### config.mk
export PLATFORM = sky130hd
export DESIGN_NAME = pio_host_if
export DESIGN_NICKNAME = d
export VERILOG_FILES = /design/src/rtl/pio_pkg.sv /design/src/rtl/pio_strobe_dec.sv /design/src/rtl/pio_port_regs.sv /design/src/rtl/pio_irq_arb.sv /design/src/rtl/pio_host_if.sv
export SDC_FILE = /design/constraint.sdc
export NUM_CORES = 1
export LEC_CHECK = 0
export BUFFER_PORTS_ARGS = -buffer_cell sky130_fd_sc_hd__clkbuf_2
export CORE_MARGIN = 2
export CORE_UTILIZATION = 54
export CTS_CLUSTER_SIZE = 12
export DETAILED_ROUTE_END_ITERATION = 16
export PLACE_DENSITY = 0.79
export SETUP_SLACK_MARGIN = 0.02
export SLEW_MARGIN = 10
export SYNTH_ARGS = -nofsm -noshare
export SYNTH_HDL_FRONTEND = slang
export SYNTH_SLANG_ARGS = --single-unit
### constraint.sdc
create_clock -name clk -period 1.97 [get_ports clk]
set_input_delay 0.197 -clock clk [delete_from_list [all_inputs] [get_ports clk]]
set_output_delay 0.197 -clock clk [all_outputs]
set_load 0.05 [all_outputs]
### src/rtl/pio_pkg.sv
package pio_pkg;

   // Decoded, sampled bus cycle qualifiers
   typedef struct packed {
      logic rd_v;       // valid register read in progress
      logic wr_pulse;   // first sampled cycle of a register write
      logic ack_start;  // first sampled cycle of an interrupt acknowledge
      logic ack_held;   // acknowledge in its second or later sampled cycle
      logic srst;       // soft reset condition
   } bus_dec_t;

endpackage

### src/rtl/pio_strobe_dec.sv
module pio_strobe_dec
   import pio_pkg::*;
#(
   parameter int DATA_W = 8,
   parameter int SEL_W  = 1
) (
   input  logic              clk,
   input  logic              rst_n,
   input  logic              ce_n,
   input  logic              iorq_n,
   input  logic              rd_n,
   input  logic              m1_n,
   input  logic [SEL_W-1:0]  port_sel,
   input  logic              cmd_sel,
   input  logic [DATA_W-1:0] d_in,
   output bus_dec_t          dec,
   output logic [SEL_W-1:0]  s_sel,
   output logic              s_cmd,
   output logic [DATA_W-1:0] s_data
);

   logic s_ce, s_iorq, s_rd, s_m1;
   logic wr_lvl, ack_lvl;
   logic wr_prev, ack_prev;

   // one sampling stage for every strobe and the bus byte
   always_ff @(posedge clk or negedge rst_n) begin
      if (!rst_n) begin
         s_ce   <= 1'b0;
         s_iorq <= 1'b0;
         s_rd   <= 1'b0;
         s_m1   <= 1'b0;
         s_sel  <= '0;
         s_cmd  <= 1'b0;
         s_data <= '0;
      end else begin
         s_ce   <= ~ce_n;
         s_iorq <= ~iorq_n;
         s_rd   <= ~rd_n;
         s_m1   <= ~m1_n;
         s_sel  <= port_sel;
         s_cmd  <= cmd_sel;
         s_data <= d_in;
      end
   end

   assign wr_lvl  = s_ce & s_iorq & ~s_rd & ~s_m1;
   assign ack_lvl = s_m1 & s_iorq;

   always_ff @(posedge clk or negedge rst_n) begin
      if (!rst_n) begin
         wr_prev  <= 1'b0;
         ack_prev <= 1'b0;
      end else begin
         wr_prev  <= wr_lvl;
         ack_prev <= ack_lvl;
      end
   end

   always_comb begin
      dec           = '0;
      dec.rd_v      = s_ce & s_iorq & s_rd & ~s_m1;
      dec.wr_pulse  = wr_lvl & ~wr_prev;
      dec.ack_start = ack_lvl & ~ack_prev;
      dec.ack_held  = ack_lvl & ack_prev;
      dec.srst      = s_m1 & ~s_rd & ~s_iorq;
   end

endmodule

### src/rtl/pio_port_regs.sv
module pio_port_regs #(
   parameter int DATA_W = 8
) (
   input  logic              clk,
   input  logic              rst_n,
   input  logic              srst,
   input  logic              wr_data,
   input  logic              wr_cmd,
   input  logic [DATA_W-1:0] din,
   output logic [DATA_W-1:0] dout,
   output logic [DATA_W-1:0] cmd,
   output logic [DATA_W-1:0] vec
);

   always_ff @(posedge clk or negedge rst_n) begin
      if (!rst_n) begin
         dout <= '0;
         cmd  <= '0;
      end else if (srst) begin
         dout <= '0;
         cmd  <= '0;
      end else if (wr_data) begin
         dout <= din;
      end else if (wr_cmd && din[0]) begin
         cmd <= din;
      end
   end

   // vector survives the soft reset
   always_ff @(posedge clk or negedge rst_n) begin
      if (!rst_n) begin
         vec <= '0;
      end else if (wr_cmd && !din[0]) begin
         vec <= din;
      end
   end

endmodule

### src/rtl/pio_irq_arb.sv
module pio_irq_arb #(
   parameter int NUM_PORTS = 2
) (
   input  logic                 clk,
   input  logic                 rst_n,
   input  logic                 srst,
   input  logic [NUM_PORTS-1:0] int_req,
   input  logic                 ack_start,
   output logic [NUM_PORTS-1:0] ack_owner,
   output logic                 irq_n
);

   logic [NUM_PORTS-1:0] pend;
   logic [NUM_PORTS-1:0] grant;
   logic [NUM_PORTS-1:0] clr;

   // lowest index wins
   always_comb begin
      logic found;
      found = 1'b0;
      grant = '0;
      for (int i = 0; i < NUM_PORTS; i++) begin
         if (pend[i] && !found) begin
            grant[i] = 1'b1;
            found    = 1'b1;
         end
      end
   end

   assign clr = ack_start ? grant : '0;

   always_ff @(posedge clk or negedge rst_n) begin
      if (!rst_n) begin
         pend      <= '0;
         ack_owner <= '0;
      end else if (srst) begin
         pend      <= '0;
         ack_owner <= '0;
      end else begin
         pend <= (pend & ~clr) | int_req;
         if (ack_start) ack_owner <= grant;
      end
   end

   assign irq_n = ~|pend;

endmodule

### src/rtl/pio_host_if.sv
module pio_host_if
   import pio_pkg::*;
#(
   parameter int NUM_PORTS = 2,
   parameter int DATA_W    = 8,
   localparam int SEL_W    = (NUM_PORTS > 1) ? $clog2(NUM_PORTS) : 1,
   localparam int FLAT_W   = NUM_PORTS * DATA_W
) (
   input  logic                 clk,
   input  logic                 rst_n,
   input  logic                 ce_n,
   input  logic                 iorq_n,
   input  logic                 rd_n,
   input  logic                 m1_n,
   input  logic [SEL_W-1:0]     port_sel,
   input  logic                 cmd_sel,
   input  logic [DATA_W-1:0]    d_in,
   input  logic [NUM_PORTS-1:0] int_req,
   output logic [DATA_W-1:0]    d_out,
   output logic                 d_oe,
   output logic                 irq_n,
   output logic [FLAT_W-1:0]    port_dout,
   output logic [FLAT_W-1:0]    port_cmd
);

   if (NUM_PORTS < 2) begin : g_bad_ports
      $error("pio_host_if: NUM_PORTS must be at least 2");
   end
   if (DATA_W < 2) begin : g_bad_width
      $error("pio_host_if: DATA_W must be at least 2");
   end

   bus_dec_t              dec;
   logic [SEL_W-1:0]      s_sel;
   logic                  s_cmd;
   logic [DATA_W-1:0]     s_data;
   logic [NUM_PORTS-1:0]  ack_owner;
   logic [FLAT_W-1:0]     vec_flat;
   logic [DATA_W-1:0]     rd_mux;
   logic [DATA_W-1:0]     vec_mux;
   logic                  ack_drive;

   pio_strobe_dec #(.DATA_W(DATA_W), .SEL_W(SEL_W)) u_dec (
      .clk      (clk),
      .rst_n    (rst_n),
      .ce_n     (ce_n),
      .iorq_n   (iorq_n),
      .rd_n     (rd_n),
      .m1_n     (m1_n),
      .port_sel (port_sel),
      .cmd_sel  (cmd_sel),
      .d_in     (d_in),
      .dec      (dec),
      .s_sel    (s_sel),
      .s_cmd    (s_cmd),
      .s_data   (s_data)
   );

   for (genvar p = 0; p < NUM_PORTS; p++) begin : g_port
      logic hit;
      assign hit = (s_sel == SEL_W'(p));
      pio_port_regs #(.DATA_W(DATA_W)) u_regs (
         .clk     (clk),
         .rst_n   (rst_n),
         .srst    (dec.srst),
         .wr_data (dec.wr_pulse & ~s_cmd & hit),
         .wr_cmd  (dec.wr_pulse &  s_cmd & hit),
         .din     (s_data),
         .dout    (port_dout[p*DATA_W +: DATA_W]),
         .cmd     (port_cmd[p*DATA_W +: DATA_W]),
         .vec     (vec_flat[p*DATA_W +: DATA_W])
      );
   end

   pio_irq_arb #(.NUM_PORTS(NUM_PORTS)) u_arb (
      .clk       (clk),
      .rst_n     (rst_n),
      .srst      (dec.srst),
      .int_req   (int_req),
      .ack_start (dec.ack_start),
      .ack_owner (ack_owner),
      .irq_n     (irq_n)
   );

   always_comb begin
      rd_mux  = '0;
      vec_mux = '0;
      for (int p = 0; p < NUM_PORTS; p++) begin
         if (s_sel == SEL_W'(p)) rd_mux = port_dout[p*DATA_W +: DATA_W];
         if (ack_owner[p]) vec_mux = vec_mux | vec_flat[p*DATA_W +: DATA_W];
      end
   end

   assign ack_drive = dec.ack_held & (|ack_owner);
   assign d_oe      = dec.rd_v | ack_drive;
   assign d_out     = ack_drive ? vec_mux : (dec.rd_v ? rd_mux : '0);

endmodule

==> results_dict.tcl, run 1 <==
set metrics [dict create \
    tightest_slew_ps 562 \
    final_common_cell "dfrtp_1" \
    synth_top_family_by_area "simple AND/OR/NAND/NOR gates" \
    yosysTopAreaCell "dfrtp_1" \
    setup_ws_ps 95.1 \
    finalMaxSlewViolations 0 \
    yosysUniqueCellTypes 35 \
    setup_tns_ps 0 \
    crit_path_max_fanout 8 \
    drc 0 \
    tritoncts "built" \
    syn_nets 271 \
    fin_crit_sh 0.952 \
    yosys.area.top_type_share 0.600 \
    synth_xor_area_frac 0 \
    max-cap-violations 0 \
    core_area_mm2 0.00507 \
    routed-wl-met2_mm 3.29 \
    ys_ff_latch 68 \
    yosysSeqAreaShare 0.600 \
    die_h_um 76.5 \
    p_total_mw 3.32 \
    synthMuxAreaShare 0.0873 \
    irDropWorstVdd_v 0.000742 \
    power_density_mw_per_mm2 907 \
    top_layer_used "met4" \
    dpl_cell_area_mm2 0.00322 \
    grt_max_degree 69 \
    rsz0062_at_grt "false" \
    nets 354 \
    routed_wl_mm 6.74 \
    grtUsageTotal 0.251 \
    drt_iter0_drc 129 \
    syn2layout_area_growth_pct 29.0 \
    h-tree-depth 3 \
    p_leak_nw 1.76 \
    synthCells 253 \
    grt_overflow 0 \
    clkTransAtPathRegs_ps 70 \
    antenna_found_initial 0 \
    post-route-min-period_ps 1870 \
    wl_met1_mm 2.94 \
    io_pins 60 \
    finalHoldViolCount 0 \
    place.gp.congestion 0.763 \
    cts_sinks 68 \
    die_w_um 76.5 \
    required_ps 1770 \
    start_util 0.559 \
    slew-limit-headroom 0.624 \
    grt_pass1_vias 2313 \
    postSynthAreaPerCell_um2 11.2 \
    fmaxAchievable_mhz 533 \
    wl_met3_um 390 \
    dpl.hpwl_mm 4.38 \
    drt_pre_antenna_iters 4 \
    place_ws_ps 219 \
    min_path_type "in -> reg" \
    netlist_top_cells_area "dfrtp_1, mux2_2, nand3_1" \
    finClkSkew_ps 6.57 \
    portBuffers 59 \
    n_antenna_cell 0 \
    wl_per_cell_um 16.4 \
    synthAdderAreaFrac 0 \
    final_area_mm2 0.00366 \
    synth-simple-area-share 0.153 \
    cts_made_buffers 9 \
    antenna_left 0 \
    layout_common_cells "dfrtp_1, clkbuf_2, nand3_1" \
    ys_warn_count 0 \
    setup_viol 0 \
    vias_per_cell 5.52 \
    root_buffer "clkbuf_8" \
    crit_arrival_ps 1680 \
    vias 2268 \
    drive_gt1_frac 0.331 \
    final_util 0.721 \
    clk_latency_ps 340 \
    worst_setup_path_start_kind "register" \
    fillers 387 \
    status "completed" \
    dieArea_mm2 0.00585 \
    synth_compound_area_frac 0.121 \
    end_kind "output port" \
    critPathKind "reg -> out" \
    grt_pass1_wl_mm 11.3 \
    syn_area_mm2 0.00284 \
    clockBufferDepth 2 \
    num_rows 26 \
]
## per-stage QoR
step	hold WS [ps]	std cells
finish	57.7	411
detailed placement	247	375
CTS	0.655	408
global placement	244	375
global route	84.7	411
floorplan	-98.6	253
## per-layer routing
layer / global-route usage / vias up
met5: 0 / -
met4: 0.100 / 0
met3: 0.0569 / 11
met2: 0.397 / 86
met1: 0.337 / 1107
li1: - / 1064
## synthesized netlist by cell type
master	instances
a21oi_1	10
a22oi_1	8
and2_0	1
and2_1	5
and4b_1	1
and4bb_1	1
and4bb_2	1
buf_2	9
buf_6	2
clkbuf_1	6
dfrtp_1	68
inv_1	5
inv_2	1
mux2_2	14
mux2i_1	9
nand2_1	23
nand2_2	2
nand2b_1	1
nand3_1	30
nand3b_1	1
nand4_1	1
nand4b_1	1
nand4bb_1	1
nor2_1	3
nor3_2	1
nor3b_1	1
nor3b_2	1
nor4b_2	1
o211ai_1	1
o21a_1	2
o21ai_0	18
o21ai_1	14
o22ai_1	8
or3_1	1
or3b_1	1
## cell type report
type | count | area [µm²] | area share
Inverter | 6 | 22.5 | 0.00615
Multi-Input combinational cell | 162 | 1030 | 0.281
Clock buffer | 9 | 124 | 0.0338
Sequential cell | 68 | 1700 | 0.465
Clock inverter | 7 | 115 | 0.0315
Timing Repair Buffer | 89 | 581 | 0.159
Tap cell | 70 | 87.6 | 0.0239
## power by group
part           total (mW)  internal (mW)  switching, mW
sequential           1.56           1.48         0.0734
combinational       0.397          0.147          0.250
clock                1.37          0.835          0.530
## critical path: stages, from the launching register on
cell	delay [ps]
dfrtp_1	410
and2_1	170
o211ai_1	110
buf_4	190
o22ai_1	160
clkbuf_2	290
## worst paths after layout
check,start,end,slack (ps),cells after the start
hold / removal,int_req[1],u_arb.pend[1]$_DFF_PN0_,60,3
setup / recovery,u_dec.s_m1$_DFF_PN0_,d_out[0],100,5
min in group asynchronous,rst_n,g_port[0].u_regs.cmd[0]$_DFFE_PN0P_,400,3
max in group asynchronous,rst_n,g_port[0].u_regs.vec[3]$_DFFE_PN0P_,1280,3
setup reg to reg,u_dec.s_m1$_DFF_PN0_,g_port[0].u_regs.vec[6]$_DFFE_PN0P_,310,4
hold reg to reg,g_port[1].u_regs.vec[0]$_DFFE_PN0P_,g_port[1].u_regs.vec[0]$_DFFE_PN0P_,490,1
## repair_timing
item / CTS / global route
pin swaps: 1 / 0
hold buffers: 14 / 1
hold endpoints to repair: 81 / 1
buffers inserted: 3 / 2
endpoints found under the setup margin: 9 / 8
gates resized for setup: 0 / 13
## flip-flops by register name, summed over array words and instances, names as in the netlist, 2 cells and up
signal              cells
g_port.u_regs.cmd      16
g_port.u_regs.dout     16
g_port.u_regs.vec      16
u_dec.s_data            8
u_arb.ack_owner         2
u_arb.pend              2
## cells by family (layout without fill, tap and decap cells)
group	count (synthesis)	after routing
muxes	23	23
AOI/OAI and AO/OA	61	61
buffers and inverters	23	111
DFF	68	68
and+or+nand+nor	78	78
(Power assumes the default switching activity.)
==> run 2: changes to the inputs <==
ABC_CLOCK_PERIOD_IN_PS = 1970   (was unset)
CELL_PAD_IN_SITES_DETAIL_PLACEMENT = 1   (was unset)
CELL_PAD_IN_SITES_GLOBAL_PLACEMENT = 2   (was unset)
CORE_UTILIZATION = 34   (was 54)
PLACE_DENSITY = unset   (was 0.79)
PLACE_DENSITY_LB_ADDON = 0.1   (was unset)
==> run 2 against run 1 <==
  * Sequential share of layout area is 0.095 points lower
  * Utilization is 27 points lower
  * Via count is 0.18% higher
  * Non-clock buffer count stayed put
  * Critical path depth is 1 lower
  * Total power is 7.9% lower
  * Global-route usage is 5.7 points lower
  * Count of clock-buffer cells in the layout is 2 higher
  * Die area is 55% higher
  * Final cell count is 8.5% higher
  * Largest power group unchanged
  * Highest routed layer unchanged
==> results_dict.tcl, run 2 (synthesis results as in run 1) <==
set metrics [dict create \
    drt_pre_antenna_iters 4 \
    core_area_mm2 0.00813 \
    grt_busiest_layer "met2" \
    routed_wl_mm 7.81 \
    grt_pass1_wl_mm 13.1 \
    worst_setup_path_start_kind "register" \
    root_buffer "clkbuf_8" \
    grt_overflow 0 \
    wl_per_cell_um 17.5 \
    clk_latency_ps 350 \
    start_util 0.349 \
    grtUsageTotal 0.193 \
    dp.cells 415 \
    die_w_um 95.4 \
    finClkSkew_ps 11.3 \
    fillers 934 \
    antenna_left 0 \
    crit_arrival_ps 1660 \
    met3_usage 0.0482 \
    nets 354 \
    finalMaxSlewViolations 0 \
    drive_gt1_frac 0.323 \
    grt_util_met1 0.259 \
    fmaxAchievable_mhz 539 \
    syn2layout_area_growth_pct 29.2 \
    p_leak_nw 1.75 \
    dpl_cell_area_mm2 0.00331 \
    min_path_type "in -> reg" \
    required_ps 1770 \
    portBuffers 59 \
    place.gp.congestion 0.723 \
    cts_made_buffers 9 \
    final_cells 446 \
    crit_path_max_fanout 8 \
    clkTransAtPathRegs_ps 80 \
    cts_sinks 68 \
    antenna_found_initial 0 \
    tightest_slew_ps 640 \
    io_pins 60 \
    h-tree-depth 3 \
    grt_max_degree 69 \
    layout_common_cells "dfrtp_1, clkbuf_2, nand3_1" \
    final_util 0.451 \
    dieArea_mm2 0.00909 \
    vias_per_cell 5.09 \
    tritoncts "built" \
    drt_iter0_drc 73 \
    max-cap-violations 0 \
    status "completed" \
    vias 2272 \
    num_rows 33 \
    grtUsageMet2 0.307 \
    fin_crit_sh 0.942 \
    die_h_um 95.4 \
    setup_tns_ps 0 \
    rsz0062_at_grt "false" \
    critPathKind "reg -> out" \
    final_area_mm2 0.00367 \
    grt_pass1_vias 2430 \
    clockBufferDepth 2 \
    finalHoldViolCount 0 \
    postCtsSetupBuffers 0 \
    n_antenna_cell 0 \
    irDropWorstVdd_v 0.000273 \
    end_kind "output port" \
    slew-limit-headroom 0.572 \
    power_density_mw_per_mm2 834 \
    post-route-min-period_ps 1860 \
    setup_viol 0 \
    drc 0 \
    final_common_cell "dfrtp_1" \
    top_regs "g_port.u_regs.cmd x16, g_port.u_regs.dout x16, g_port.u_regs.vec x16" \
    dpl.hpwl_mm 5.31 \
]
==> run 2: cell count changes in the layout (fill, tap and decap cells not counted), moves of 2 or more <==
cell	before	now
buf_4	15	19
bufinv_16	3	1
clkbuf_1	0	2
clkbuf_2	53	50
==> run 2: repair_timing <==
item / in CTS / in global routing
gates resized for setup: 3 / 17
endpoints found under the hold margin: 82 / 0
gates cloned: 0 / 0
hold buffers: 15 / 0
setup endpoints to repair: 3 / 8
==> run 2: metal layers <==
layer / up-vias / share of wire
li1: 1066 / -
met1: 1154 / 0.48
met2: 40 / 0.47
met3: 12 / 0.032
met4: 0 / 0.012
met5: - / 0
==> run 2: area by class of cell <==
class / instances / area, µm² / area share
Sequential cell: 68 / 1700 / 0.464
Inverter: 6 / 22.5 / 0.00614
Timing Repair Buffer: 89 / 603 / 0.164
Clock inverter: 5 / 52.6 / 0.0143
Tap cell: 105 / 131 / 0.0358
Multi-Input combinational cell: 162 / 1020 / 0.279
Clock buffer: 11 / 131 / 0.0358
==> run 2: critical path, cell delays in order (launching register included) <==
cell and delay, ps:
dfrtp_1 540, buf_12 190, mux2i_1 260, o22ai_1 110, buf_4 200
==> run 2: power by group <==
part	internal, mW	switching [mW]	total [mW]	leakage, nW
Clock	0.579	0.525	1.10	0.0931
Combinational	0.144	0.237	0.381	0.760
Sequential	1.48	0.0892	1.57	0.893
Total	2.21	0.852	3.06	1.75
==> run 2: final timing paths <==
path	from	to	cells after the start	slack [ps]
worst max register to register	u_dec.s_m1$_DFF_PN0_	g_port[1].u_regs.vec[2]$_DFFE_PN0P_	4	400
worst max-delay path	u_dec.s_sel$_DFF_PN0_	d_out[6]	4	110
worst min register to register	g_port[1].u_regs.vec[0]$_DFFE_PN0P_	g_port[1].u_regs.vec[0]$_DFFE_PN0P_	1	490
worst min-delay path	int_req[1]	u_arb.pend[1]$_DFF_PN0_	3	60
max in group asynchronous	rst_n	g_port[1].u_regs.dout[4]$_DFFE_PN0P_	3	1280
min in group asynchronous	rst_n	u_dec.s_data[0]$_DFF_PN0_	3	400
==> run 2: stage by stage <==
step | hold WS (ps) | setup slack (ps) | power, mW
2_1_floorplan | -98.6 | 90.1 | 1.81
3_3_place_gp | 254 | 393 | 1.95
3_5_place_dp | 252 | 389 | 1.96
4_1_cts | 41.0 | 29.2 | 3.11
5_1_grt | 61.7 | 21.7 | 3.21
6_report | 60.2 | 115 | 3.06
==> run 3: changes to the inputs <==
PLACE_DENSITY_LB_ADDON = 0.08   (was 0.1)
SETUP_SLACK_MARGIN = 0.5   (was 0.02)
==> run 3 against run 2 <==
  * Via count increased by 3.0%
  * Total power increased by 3.8%
  * Final area increased by 13%
  * Utilization increased by 5.8 points
  * Largest power group unchanged
  * Highest routed layer unchanged
==> results_dict.tcl, run 3 (synthesis results as in run 1) <==
set metrics [dict create \
    reg2reg_depth 5 \
    finalMaxSlewViolations 0 \
    finalHoldViolCount 0 \
    fin_crit_sh 0.903 \
    finClkSkew_ps 13.1 \
    reg2reg_to "g_port[0].u_regs.vec[7]$_DFFE_PN0P_" \
    clk_latency_ps 350 \
    post-route-min-period_ps 1780 \
    routed_wl_mm 8.22 \
    power_density_mw_per_mm2 766 \
    rsz0062_at_grt "true" \
    crit_path_max_fanout 6 \
    p_switching_mw 0.910 \
    cp_slowest_cell "dfrtp_4" \
    worst-path-buf-inv 2 \
    vias_per_cell 5.08 \
    dp.cells 414 \
    cp_top_family "flip-flops" \
    critPathKind "reg -> out" \
    grt_pass1_wl_mm 13.0 \
    tightest_slew_ps 551 \
    num_rows 33 \
    fmaxAchievable_mhz 562 \
    grt_max_degree 34 \
    n_antenna_cell 0 \
    top_regs "g_port.u_regs.cmd x16, g_port.u_regs.dout x16, g_port.u_regs.vec x16" \
    p_sw_frac 0.287 \
    nets 369 \
    end_kind "output port" \
    core_area_mm2 0.00813 \
    dpl.hpwl_mm 5.38 \
    status "completed" \
    place_ws_ps 227 \
    p_leak_nw 1.91 \
    setup_ws_ps 192 \
    wl_per_cell_um 17.8 \
    fin_hold_ws_ps 67.7 \
    dieArea_mm2 0.00909 \
    tritoncts "built" \
    root_buffer "clkbuf_8" \
    crit_arrival_ps 1580 \
    die_h_um 95.4 \
    final_cells 461 \
    min_path_type "in -> reg" \
    die_w_um 95.4 \
    intPower_mw 2.26 \
    r2r_start "u_dec.s_sel$_DFF_PN0_" \
    crit_chain "buf_4 > mux2i_2 > o22ai_4 > buf_8" \
    pwr-share-comb 0.149 \
    drt_pre_antenna_iters 4 \
    portBuffers 59 \
    grtUsageTotal 0.192 \
    max-cap-violations 0 \
    antenna_left 0 \
    cts_made_buffers 9 \
    antenna_found_initial 0 \
    power_frac_clock 0.357 \
    drive_gt1_frac 0.463 \
    start_util 0.349 \
    seq_power_share 0.493 \
    clockBufferDepth 2 \
    crit_cells 4 \
    cts_sinks 68 \
    irDropWorstVdd_v 0.000343 \
    vias 2340 \
    worst_path_largest_cell_delay_ps 480 \
    worstSetupStartpoint "u_dec.s_sel$_DFF_PN0_" \
    setup_viol 0 \
    final_common_cell "dfrtp_1" \
    place.gp.congestion 0.718 \
    required_ps 1770 \
    setup_tns_ps 0 \
    clkTransAtPathRegs_ps 80 \
    crit_path_end "d_out[7]" \
    drt_iter0_drc 96 \
    h-tree-depth 3 \
    grt_overflow 0 \
    worst_setup_path_start_kind "register" \
    rrSetupSlack_ps 360 \
    io_pins 60 \
    syn2layout_area_growth_pct 45.9 \
    grt_pass1_vias 2370 \
    layout_common_cells "dfrtp_1, clkbuf_2, nand2_1, nand3_1, buf_4" \
    drc 0 \
    slew-limit-headroom 0.633 \
]
==> run 3: changes by cell type in the layout (fill, tap and decap cells not counted), moves of 8 or more <==
cell and delta:
nand3_1 -8, buf_8 +8, buf_6 +11, o21ai_2 +8, o22ai_1 -8, nand3_2 +8
==> run 3: final cells by class <==
class | count | area, µm²
clock inverter | 6 | 63.8
sequential | 68 | 1710
fill | 851 | 3990
multi-input combinational | 162 | 1270
tap | 105 | 131
clock buffer | 10 | 128
inverter | 6 | 36.3
timing repair buffer | 104 | 807
==> run 3: worst min-delay path: stages <==
cell	delay [ps]
clkbuf_2	80
a21oi_1	30
nor2_1	70
==> run 3: worst min path at each step <==
stage / from / endpoint / cells after the start
after global placement: rst_n / u_arb.pend[1]$_DFF_PN0_ / 1
after global routing: int_req[1] / u_arb.pend[1]$_DFF_PN0_ / 3
after detailed placement: rst_n / u_arb.pend[1]$_DFF_PN0_ / 1
final: int_req[0] / u_arb.pend[0]$_DFF_PN0_ / 3
after CTS: int_req[1] / u_arb.pend[1]$_DFF_PN0_ / 3
after floorplan: rst_n / g_port[0].u_regs.cmd[0]$_DFFE_PN0P_ / 0
==> run 3: power by group through the flow <==
stage	combinational, mW	clock, mW	sequential (mW)
2_1_floorplan	0.174	0	1.65
3_3_place_gp	0.374	0	1.59
3_5_place_dp	0.377	0	1.59
4_1_cts	0.446	1.18	1.56
5_1_grt	0.513	1.23	1.58
6_report	0.474	1.13	1.57
==> run 3: routing by layer <==
metal  global-route usage  up-vias  share of wire
met5                    0        -              0
met4               0.0471        0         0.0063
met3               0.0530        4          0.035
met2                0.309       46           0.50
met1                0.257     1187           0.45
li1                     -     1103              -
==> run 3: metrics by stage <==
step           utilization  area [µm²]  power (mW)
6_report             0.509        4140        3.17
5_1_grt              0.509        4140        3.32
4_1_cts              0.487        3960        3.19
3_5_place_dp         0.411        3340        1.97
3_3_place_gp         0.411        3340        1.96
2_1_floorplan            -        2900        1.82
==> run 3: repair_timing <==
action / 4_1_cts / 5_1_grt
resized for setup: 51 / 44
gates cloned: 0 / 0
endpoints found under the hold margin: 34 / 0
hold buffers: 15 / 0
endpoints found under the setup margin: 57 / 57
pin swaps: 9 / 15
buffers inserted: 11 / 5
